[src/rtl/bayer_pkg.sv]
package bayer_pkg;
  timeunit 1ns; timeprecision 1ps;

  // Position of the red sample inside the top-left 2x2 tile: {row, col}
  typedef enum logic [1:0] {
    PH_RGGB = 2'd0,
    PH_GRBG = 2'd1,
    PH_GBRG = 2'd2,
    PH_BGGR = 2'd3
  } bayer_phase_e;

  typedef enum logic [1:0] {
    SEQ_IDLE  = 2'd0,
    SEQ_RUN   = 2'd1,
    SEQ_DRAIN = 2'd2
  } seq_state_e;

  typedef enum logic [1:0] {
    SITE_RED   = 2'd0,
    SITE_G_RLN = 2'd1,
    SITE_G_BLN = 2'd2,
    SITE_BLUE  = 2'd3
  } site_e;
endpackage

[src/rtl/demosaic_seq.sv]
module demosaic_seq #(
  parameter int WIDTH  = 8,
  parameter int HEIGHT = 6
) (
  input  logic                        clk,
  input  logic                        rst_n,
  input  logic                        in_valid,
  input  logic                        in_sof,
  input  logic                        space,
  output logic                        in_ready,
  output logic                        beat,
  output logic [$clog2(WIDTH)-1:0]    cur_col,
  output logic                        emit,
  output logic                        ctr_row_odd,
  output logic                        ctr_col_odd,
  output logic                        ctr_sof,
  output logic                        ctr_eol,
  output logic                        top_rep,
  output logic                        bot_rep,
  output logic                        left_rep,
  output logic                        right_rep
);
  timeunit 1ns; timeprecision 1ps;
  import bayer_pkg::*;

  localparam int CW = $clog2(WIDTH);
  localparam int RW = $clog2(HEIGHT + 2);
  localparam logic [CW-1:0] COL_LAST  = CW'(WIDTH - 1);
  localparam logic [RW-1:0] ROW_LAST  = RW'(HEIGHT - 1);
  localparam logic [RW-1:0] ROW_GHOST = RW'(HEIGHT);
  localparam logic [RW-1:0] ROW_END   = RW'(HEIGHT + 1);
  localparam logic          LAST_COL_ODD = ((WIDTH - 1) % 2) == 1;

  seq_state_e        state_q, state_d;
  logic [RW-1:0]     row_q, row_d, cur_row;
  logic [CW-1:0]     col_q, col_d;
  logic              accept, start;

  // Next-state logic
  always_comb begin
    in_ready = (state_q != SEQ_DRAIN) && space;
    accept   = in_valid && in_ready;
    start    = accept && in_sof;
    beat     = start || (accept && (state_q == SEQ_RUN)) ||
               ((state_q == SEQ_DRAIN) && space);
    cur_row  = start ? '0 : row_q;
    cur_col  = start ? '0 : col_q;

    emit = beat && (((cur_row != '0) && (cur_col != '0)) ||
                    ((cur_row > RW'(1)) && (cur_col == '0)));

    // Centre of the emitted window: (row-1, col-1), or (row-2, WIDTH-1) at col 0
    ctr_row_odd = (cur_col == '0) ? cur_row[0] : ~cur_row[0];
    ctr_col_odd = (cur_col == '0) ? LAST_COL_ODD : ~cur_col[0];
    ctr_sof     = (cur_row == RW'(1)) && (cur_col == CW'(1));
    ctr_eol     = (cur_col == '0);

    // Replication flags for the incoming column (centre row = cur_row-1)
    top_rep   = (cur_row == RW'(1));
    bot_rep   = (cur_row == ROW_GHOST);
    left_rep  = (cur_col == CW'(1));
    right_rep = (cur_col == '0);

    row_d = row_q;
    col_d = col_q;
    if (beat) begin
      if (cur_col == COL_LAST) begin
        col_d = '0;
        row_d = cur_row + RW'(1);
      end else begin
        col_d = cur_col + CW'(1);
        row_d = cur_row;
      end
    end

    state_d = state_q;
    if (beat && (cur_row == ROW_LAST) && (cur_col == COL_LAST)) state_d = SEQ_DRAIN;
    else if (beat && (cur_row == ROW_END))                      state_d = SEQ_IDLE;
    else if (start)                                             state_d = SEQ_RUN;
  end

  // Registers
  always_ff @(posedge clk or negedge rst_n) begin
    if (!rst_n) begin
      state_q <= SEQ_IDLE;
      row_q   <= '0;
      col_q   <= '0;
    end else begin
      state_q <= state_d;
      if (beat) begin
        row_q <= row_d;
        col_q <= col_d;
      end
    end
  end
endmodule

[src/rtl/demosaic_window.sv]
module demosaic_window #(
  parameter int WIDTH = 8,
  parameter int DW    = 8
) (
  input  logic                          clk,
  input  logic                          rst_n,
  input  logic                          beat,
  input  logic [$clog2(WIDTH)-1:0]      cur_col,
  input  logic [DW-1:0]                 pix,
  input  logic                          top_rep,
  input  logic                          bot_rep,
  input  logic                          left_rep,
  input  logic                          right_rep,
  output logic [2:0][2:0][DW-1:0]       win      // [row][col], row 0 = top, col 0 = left
);
  timeunit 1ns; timeprecision 1ps;

  logic [DW-1:0]       lb_near [WIDTH];  // line above the incoming one
  logic [DW-1:0]       lb_far  [WIDTH];  // two lines above
  logic [2:0][DW-1:0]  col_new, col_old_q, col_mid_q;
  logic [DW-1:0]       near_rd, far_rd;

  always_comb begin
    near_rd    = lb_near[cur_col];
    far_rd     = lb_far[cur_col];
    col_new[0] = top_rep ? near_rd : far_rd;
    col_new[1] = near_rd;
    col_new[2] = bot_rep ? near_rd : pix;
  end

  // Row stores: data only, no reset
  always_ff @(posedge clk) begin
    if (beat) begin
      lb_near[cur_col] <= pix;
      lb_far[cur_col]  <= near_rd;
    end
  end

  always_ff @(posedge clk or negedge rst_n) begin
    if (!rst_n) begin
      col_old_q <= '0;
      col_mid_q <= '0;
    end else if (beat) begin
      col_old_q <= col_mid_q;
      col_mid_q <= col_new;
    end
  end

  for (genvar gr = 0; gr < 3; gr++) begin : g_row
    assign win[gr][0] = left_rep  ? col_mid_q[gr] : col_old_q[gr];
    assign win[gr][1] = col_mid_q[gr];
    assign win[gr][2] = right_rep ? col_mid_q[gr] : col_new[gr];
  end
endmodule

[src/rtl/demosaic_interp.sv]
module demosaic_interp #(
  parameter int                     DW    = 8,
  parameter bayer_pkg::bayer_phase_e PHASE = bayer_pkg::PH_RGGB
) (
  input  logic [2:0][2:0][DW-1:0] win,
  input  logic                    row_odd,
  input  logic                    col_odd,
  output logic [DW-1:0]           red,
  output logic [DW-1:0]           grn,
  output logic [DW-1:0]           blu
);
  timeunit 1ns; timeprecision 1ps;
  import bayer_pkg::*;

  localparam logic [1:0] PH_BITS = PHASE;

  site_e         site;
  logic [DW+1:0] sum_cross, sum_diag;
  logic [DW:0]   sum_hor, sum_ver;
  logic [DW-1:0] avg_cross, avg_diag, avg_hor, avg_ver, ctr;

  always_comb begin
    site = site_e'({row_odd ^ PH_BITS[1], col_odd ^ PH_BITS[0]});
    ctr  = win[1][1];

    sum_hor   = {1'b0, win[1][0]} + {1'b0, win[1][2]};
    sum_ver   = {1'b0, win[0][1]} + {1'b0, win[2][1]};
    sum_cross = {1'b0, sum_hor} + {1'b0, sum_ver};
    sum_diag  = {2'b00, win[0][0]} + {2'b00, win[0][2]} +
                {2'b00, win[2][0]} + {2'b00, win[2][2]};

    avg_hor   = sum_hor[DW:1];
    avg_ver   = sum_ver[DW:1];
    avg_cross = sum_cross[DW+1:2];
    avg_diag  = sum_diag[DW+1:2];

    unique case (site)
      SITE_RED:   begin red = ctr;      grn = avg_cross; blu = avg_diag; end
      SITE_G_RLN: begin red = avg_hor;  grn = ctr;       blu = avg_ver;  end
      SITE_G_BLN: begin red = avg_ver;  grn = ctr;       blu = avg_hor;  end
      default:    begin red = avg_diag; grn = avg_cross; blu = ctr;      end
    endcase
  end
endmodule

[src/rtl/demosaic_bilinear.sv]
module demosaic_bilinear #(
  parameter int                      WIDTH  = 8,
  parameter int                      HEIGHT = 6,
  parameter int                      DW     = 8,
  parameter bayer_pkg::bayer_phase_e PHASE  = bayer_pkg::PH_RGGB
) (
  input  logic          clk,
  input  logic          rst_n,
  input  logic          in_valid,
  output logic          in_ready,
  input  logic [DW-1:0] in_pix,
  input  logic          in_sof,
  output logic          out_valid,
  input  logic          out_ready,
  output logic [DW-1:0] out_red,
  output logic [DW-1:0] out_grn,
  output logic [DW-1:0] out_blu,
  output logic          out_sof,
  output logic          out_eol
);
  timeunit 1ns; timeprecision 1ps;

  localparam int CW = $clog2(WIDTH);

  logic                      space, beat, emit;
  logic [CW-1:0]             cur_col;
  logic                      row_odd, col_odd, c_sof, c_eol;
  logic                      top_rep, bot_rep, left_rep, right_rep;
  logic [2:0][2:0][DW-1:0]   win;
  logic [DW-1:0]             r_w, g_w, b_w;

  logic                      vld_q, vld_d, sof_q, eol_q;
  logic [DW-1:0]             red_q, grn_q, blu_q;

  assign space = !vld_q || out_ready;

  demosaic_seq #(.WIDTH(WIDTH), .HEIGHT(HEIGHT)) seq_i (
    .clk(clk), .rst_n(rst_n), .in_valid(in_valid), .in_sof(in_sof),
    .space(space), .in_ready(in_ready), .beat(beat), .cur_col(cur_col),
    .emit(emit), .ctr_row_odd(row_odd), .ctr_col_odd(col_odd),
    .ctr_sof(c_sof), .ctr_eol(c_eol), .top_rep(top_rep), .bot_rep(bot_rep),
    .left_rep(left_rep), .right_rep(right_rep)
  );

  demosaic_window #(.WIDTH(WIDTH), .DW(DW)) win_i (
    .clk(clk), .rst_n(rst_n), .beat(beat), .cur_col(cur_col), .pix(in_pix),
    .top_rep(top_rep), .bot_rep(bot_rep), .left_rep(left_rep),
    .right_rep(right_rep), .win(win)
  );

  demosaic_interp #(.DW(DW), .PHASE(PHASE)) interp_i (
    .win(win), .row_odd(row_odd), .col_odd(col_odd),
    .red(r_w), .grn(g_w), .blu(b_w)
  );

  // Output stage next state
  always_comb begin
    vld_d = vld_q;
    if (emit)           vld_d = 1'b1;
    else if (out_ready) vld_d = 1'b0;
  end

  always_ff @(posedge clk or negedge rst_n) begin
    if (!rst_n) begin
      vld_q <= 1'b0;
      sof_q <= 1'b0;
      eol_q <= 1'b0;
      red_q <= '0;
      grn_q <= '0;
      blu_q <= '0;
    end else begin
      vld_q <= vld_d;
      if (emit) begin
        sof_q <= c_sof;
        eol_q <= c_eol;
        red_q <= r_w;
        grn_q <= g_w;
        blu_q <= b_w;
      end
    end
  end

  assign out_valid = vld_q;
  assign out_sof   = sof_q;
  assign out_eol   = eol_q;
  assign out_red   = red_q;
  assign out_grn   = grn_q;
  assign out_blu   = blu_q;
endmodule

[config.mk]
export PLATFORM = sky130hd
export DESIGN_NAME = demosaic_bilinear
export DESIGN_NICKNAME = d
export VERILOG_FILES = /design/src/rtl/bayer_pkg.sv /design/src/rtl/demosaic_seq.sv /design/src/rtl/demosaic_window.sv /design/src/rtl/demosaic_interp.sv /design/src/rtl/demosaic_bilinear.sv
export SDC_FILE = /design/constraint.sdc
export NUM_CORES = 1
export LEC_CHECK = 0
export BUFFER_PORTS_ARGS = -buffer_cell sky130_fd_sc_hd__buf_2
export CAP_MARGIN = 10
export CORE_AREA = 2 2 211 130
export DETAILED_ROUTE_END_ITERATION = 8
export DIE_AREA = 0 0 213 132
export GPL_TIMING_DRIVEN = 0
export SETUP_SLACK_MARGIN = 0.1
export SLEW_MARGIN = 20
export SYNTH_ARGS = -nofsm -noshare
export SYNTH_HDL_FRONTEND = slang
export SYNTH_HIERARCHICAL = 1
export SYNTH_SLANG_ARGS = --single-unit
[constraint.sdc]
create_clock -name clk -period 13.6 [get_ports clk]
set_input_delay 2.72 -clock clk [delete_from_list [all_inputs] [get_ports clk]]
set_output_delay 2.72 -clock clk [all_outputs]
set_load 0.01 [all_outputs]
==> reports/results.ini <==
[layout]
nets=1106
areaGrowthSynthToFinish_pct=13.5
final_common_cell=edfxtp_1
layout_common_cells=128 x edfxtp_1, 83 x inv_1, 83 x dfrtp_1
fin_util=0.508
num_antenna_cells=0
drive_gt1_frac=0.220
fillers=2272

[setup_path]
timing_worst_setup_path_type=input pin to register
setup.worst_path.end_class=register
cp-start-kind=input pin
slowest_stage=clkbuf_1
critical_path.max_stage_delay_ns=0.52
r2r_start=seq_i/state_q[0]$_DFFE_PN0P_
cp-startpoint=out_ready
worst-path-max-fanout=10
crit_required_ns=14.01
crit_arrival_ns=9.05

[die]
core_area_um2=26100
die_x_um=213
num_rows=46
die-area_um2=28100
start_util=0.448
io_pins=41
die_h_um=132

[drt]
vias=8164
remaining_drc_errors=0
drtIter0Drc=957
totalWireLength_mm=32.6
vias_per_cell=5.80
wire_per_inst_um=23.2
ant_nets=0
drtPass1Iterations=7

[flow_run]
max_cap_violations=0

[timing]
max_slew.worst_pin.slew_ns=1.01
tns_ns=0
drv_slew=0
max-slew-margin-rel=0.328
finalHoldViolations=0
setup_viol=0
fin_skew_ns=0.0251
grt_setup_unrepaired=no
timing.fmax_mhz=116
period_share=0.635
finalWorstPathRequiredPeriod_ns=8.64

[logic_synthesis]
synth_top_family_by_area=compound AO/OA/AOI/OAI gates
ys.flop_type=edfxtp_1
synth-simple-area-share=0.0775
syn_area_per_cell_um2=12.3
synth_compound_area_frac=0.139
synth-xor-area-share=0.0180
syn-instance-count=952
ys_types=83
synth_mux_area_frac=0.127
synth.ff_latch_count=211
yosys_warnings=6
synthAdderAreaFrac=0.0781
synth_enable_flop_cells=128
netlist_area_um2=11700
synth_seq_area_share=0.507
synth_fp_nets=1027
postSynth.asyncResetShare=0.393

[global_routing]
grt_pass1_wl_mm=49.4
grt_pass1_vias=7838
antenna_found_initial=0
grt_start_max_net_pins=54
grt_usage=0.236
grt_overflow=0

[clock_tree]
post-cts-setup-buffer-count=0
clockBufferDepth=3
root_buffer=clkbuf_16
path_clk_slew_ns=0.07
cts_tree=yes
htreeDepth=1
cts_made_buffers=22
clkLatencyLatePin_ns=0.53
cts_resized=0
cts_sinks=211
cts_hold_buf=0

[placed_design]
port-buffer-count=40
gp_congestion=0.919
hpwlAfterDp_mm=23.8

[run_status]
status=complete, no violations

[min_path]
min-delay-start=seq_i/col_q[0]$_DFFE_PN0P_
hp-class=register to register

-- per-stage QoR --
stage	area (µm²)	hold slack, ns	setup WS (ns)	cells
global placement	12300	0.450	4.65	1352
finish	13200	0.476	4.96	1407
floorplan	11700	0.431	5.84	952
global route	13200	0.513	4.65	1407
CTS	13200	0.474	5.11	1407
detailed placement	12500	0.455	4.58	1367
-- registers in the layout, indices dropped and copies added (netlist names), 3 cells and up --
name and flops:
out_red 8, seq_i/row_q 3, win_i/col_old_q 24, seq_i/col_q 3, win_i/win 24, out_blu 8, win_i/lb_far 64, win_i/lb_near 64
out_grn 8
-- synthesized netlist by cell type, types with 18 or more instances --
master | n | share of area
nand2_1 | 36 | 0.012
nor2_1 | 56 | 0.018
edfxtp_1 | 128 | 0.33
inv_1 | 83 | 0.027
mux2i_1 | 33 | 0.028
fa_1 | 18 | 0.031
a21oi_1 | 52 | 0.022
ha_1 | 44 | 0.047
mux2_4 | 21 | 0.027
o21ai_0 | 36 | 0.015
mux2_2 | 61 | 0.059
clkbuf_1 | 19 | 0.0061
dfrtp_1 | 83 | 0.18
-- kinds of logic (layout without fill, tap and decap cells) --
group | after synthesis | count (layout)
AOI/OAI and AO/OA | 225 | 225
xor gates and xnor gates | 24 | 24
adders and majority gates | 62 | 62
buffers and inverters | 133 | 228
DFF | 211 | 211
muxes | 122 | 122
and+or+nand+nor | 175 | 175
-- routing by layer --
layer,part of all wire,routed length (µm),track usage,up-vias
met4,0.010,342,0.0342,0
met2,0.38,12400,0.301,381
met1,0.50,16200,0.393,4065
met5,0,0,0,-
li1,-,-,-,3689
met3,0.11,3620,0.0641,29
-- cell type report --
type / count / area (µm²) / area share
plain buffers: 49 / 307 / 0.0231
repair buffers: 55 / 358 / 0.0270
well taps: 360 / 450 / 0.0340
clock inverters: 12 / 136 / 0.0103
multi-input cells: 608 / 5160 / 0.390
flip-flops and latches: 211 / 5920 / 0.447
inverters: 84 / 315 / 0.0238
clock buffers: 28 / 594 / 0.0449
-- worst max-delay path, delay by kind of cell --
family / cells / cell delay, ns
adders and majority gates: 4 / 1.74
buffers and inverters: 7 / 1.53
AOI/OAI and AO/OA: 6 / 1.38
and+or+nand+nor: 7 / 1.35
muxes: 1 / 0.29
-- worst paths after layout --
check | to | slack (ns) | cells past startpoint
worst max register to register | out_blu[7]$_DFFE_PN0P_ | 6.86 | 24
max in group asynchronous | out_grn[4]$_DFFE_PN0P_ | 10.82 | 2
worst min register to register | seq_i/col_q[0]$_DFFE_PN0P_ | 0.48 | 1
worst max-delay path | out_blu[7]$_DFFE_PN0P_ | 4.96 | 25
min in group asynchronous | seq_i/state_q[1]$_DFFE_PN0P_ | 2.13 | 1
worst min-delay path | seq_i/col_q[0]$_DFFE_PN0P_ | 0.48 | 1
Power is not shown: default switching activity piles up to over one toggle a cycle in this logic, so the estimate is an artifact.
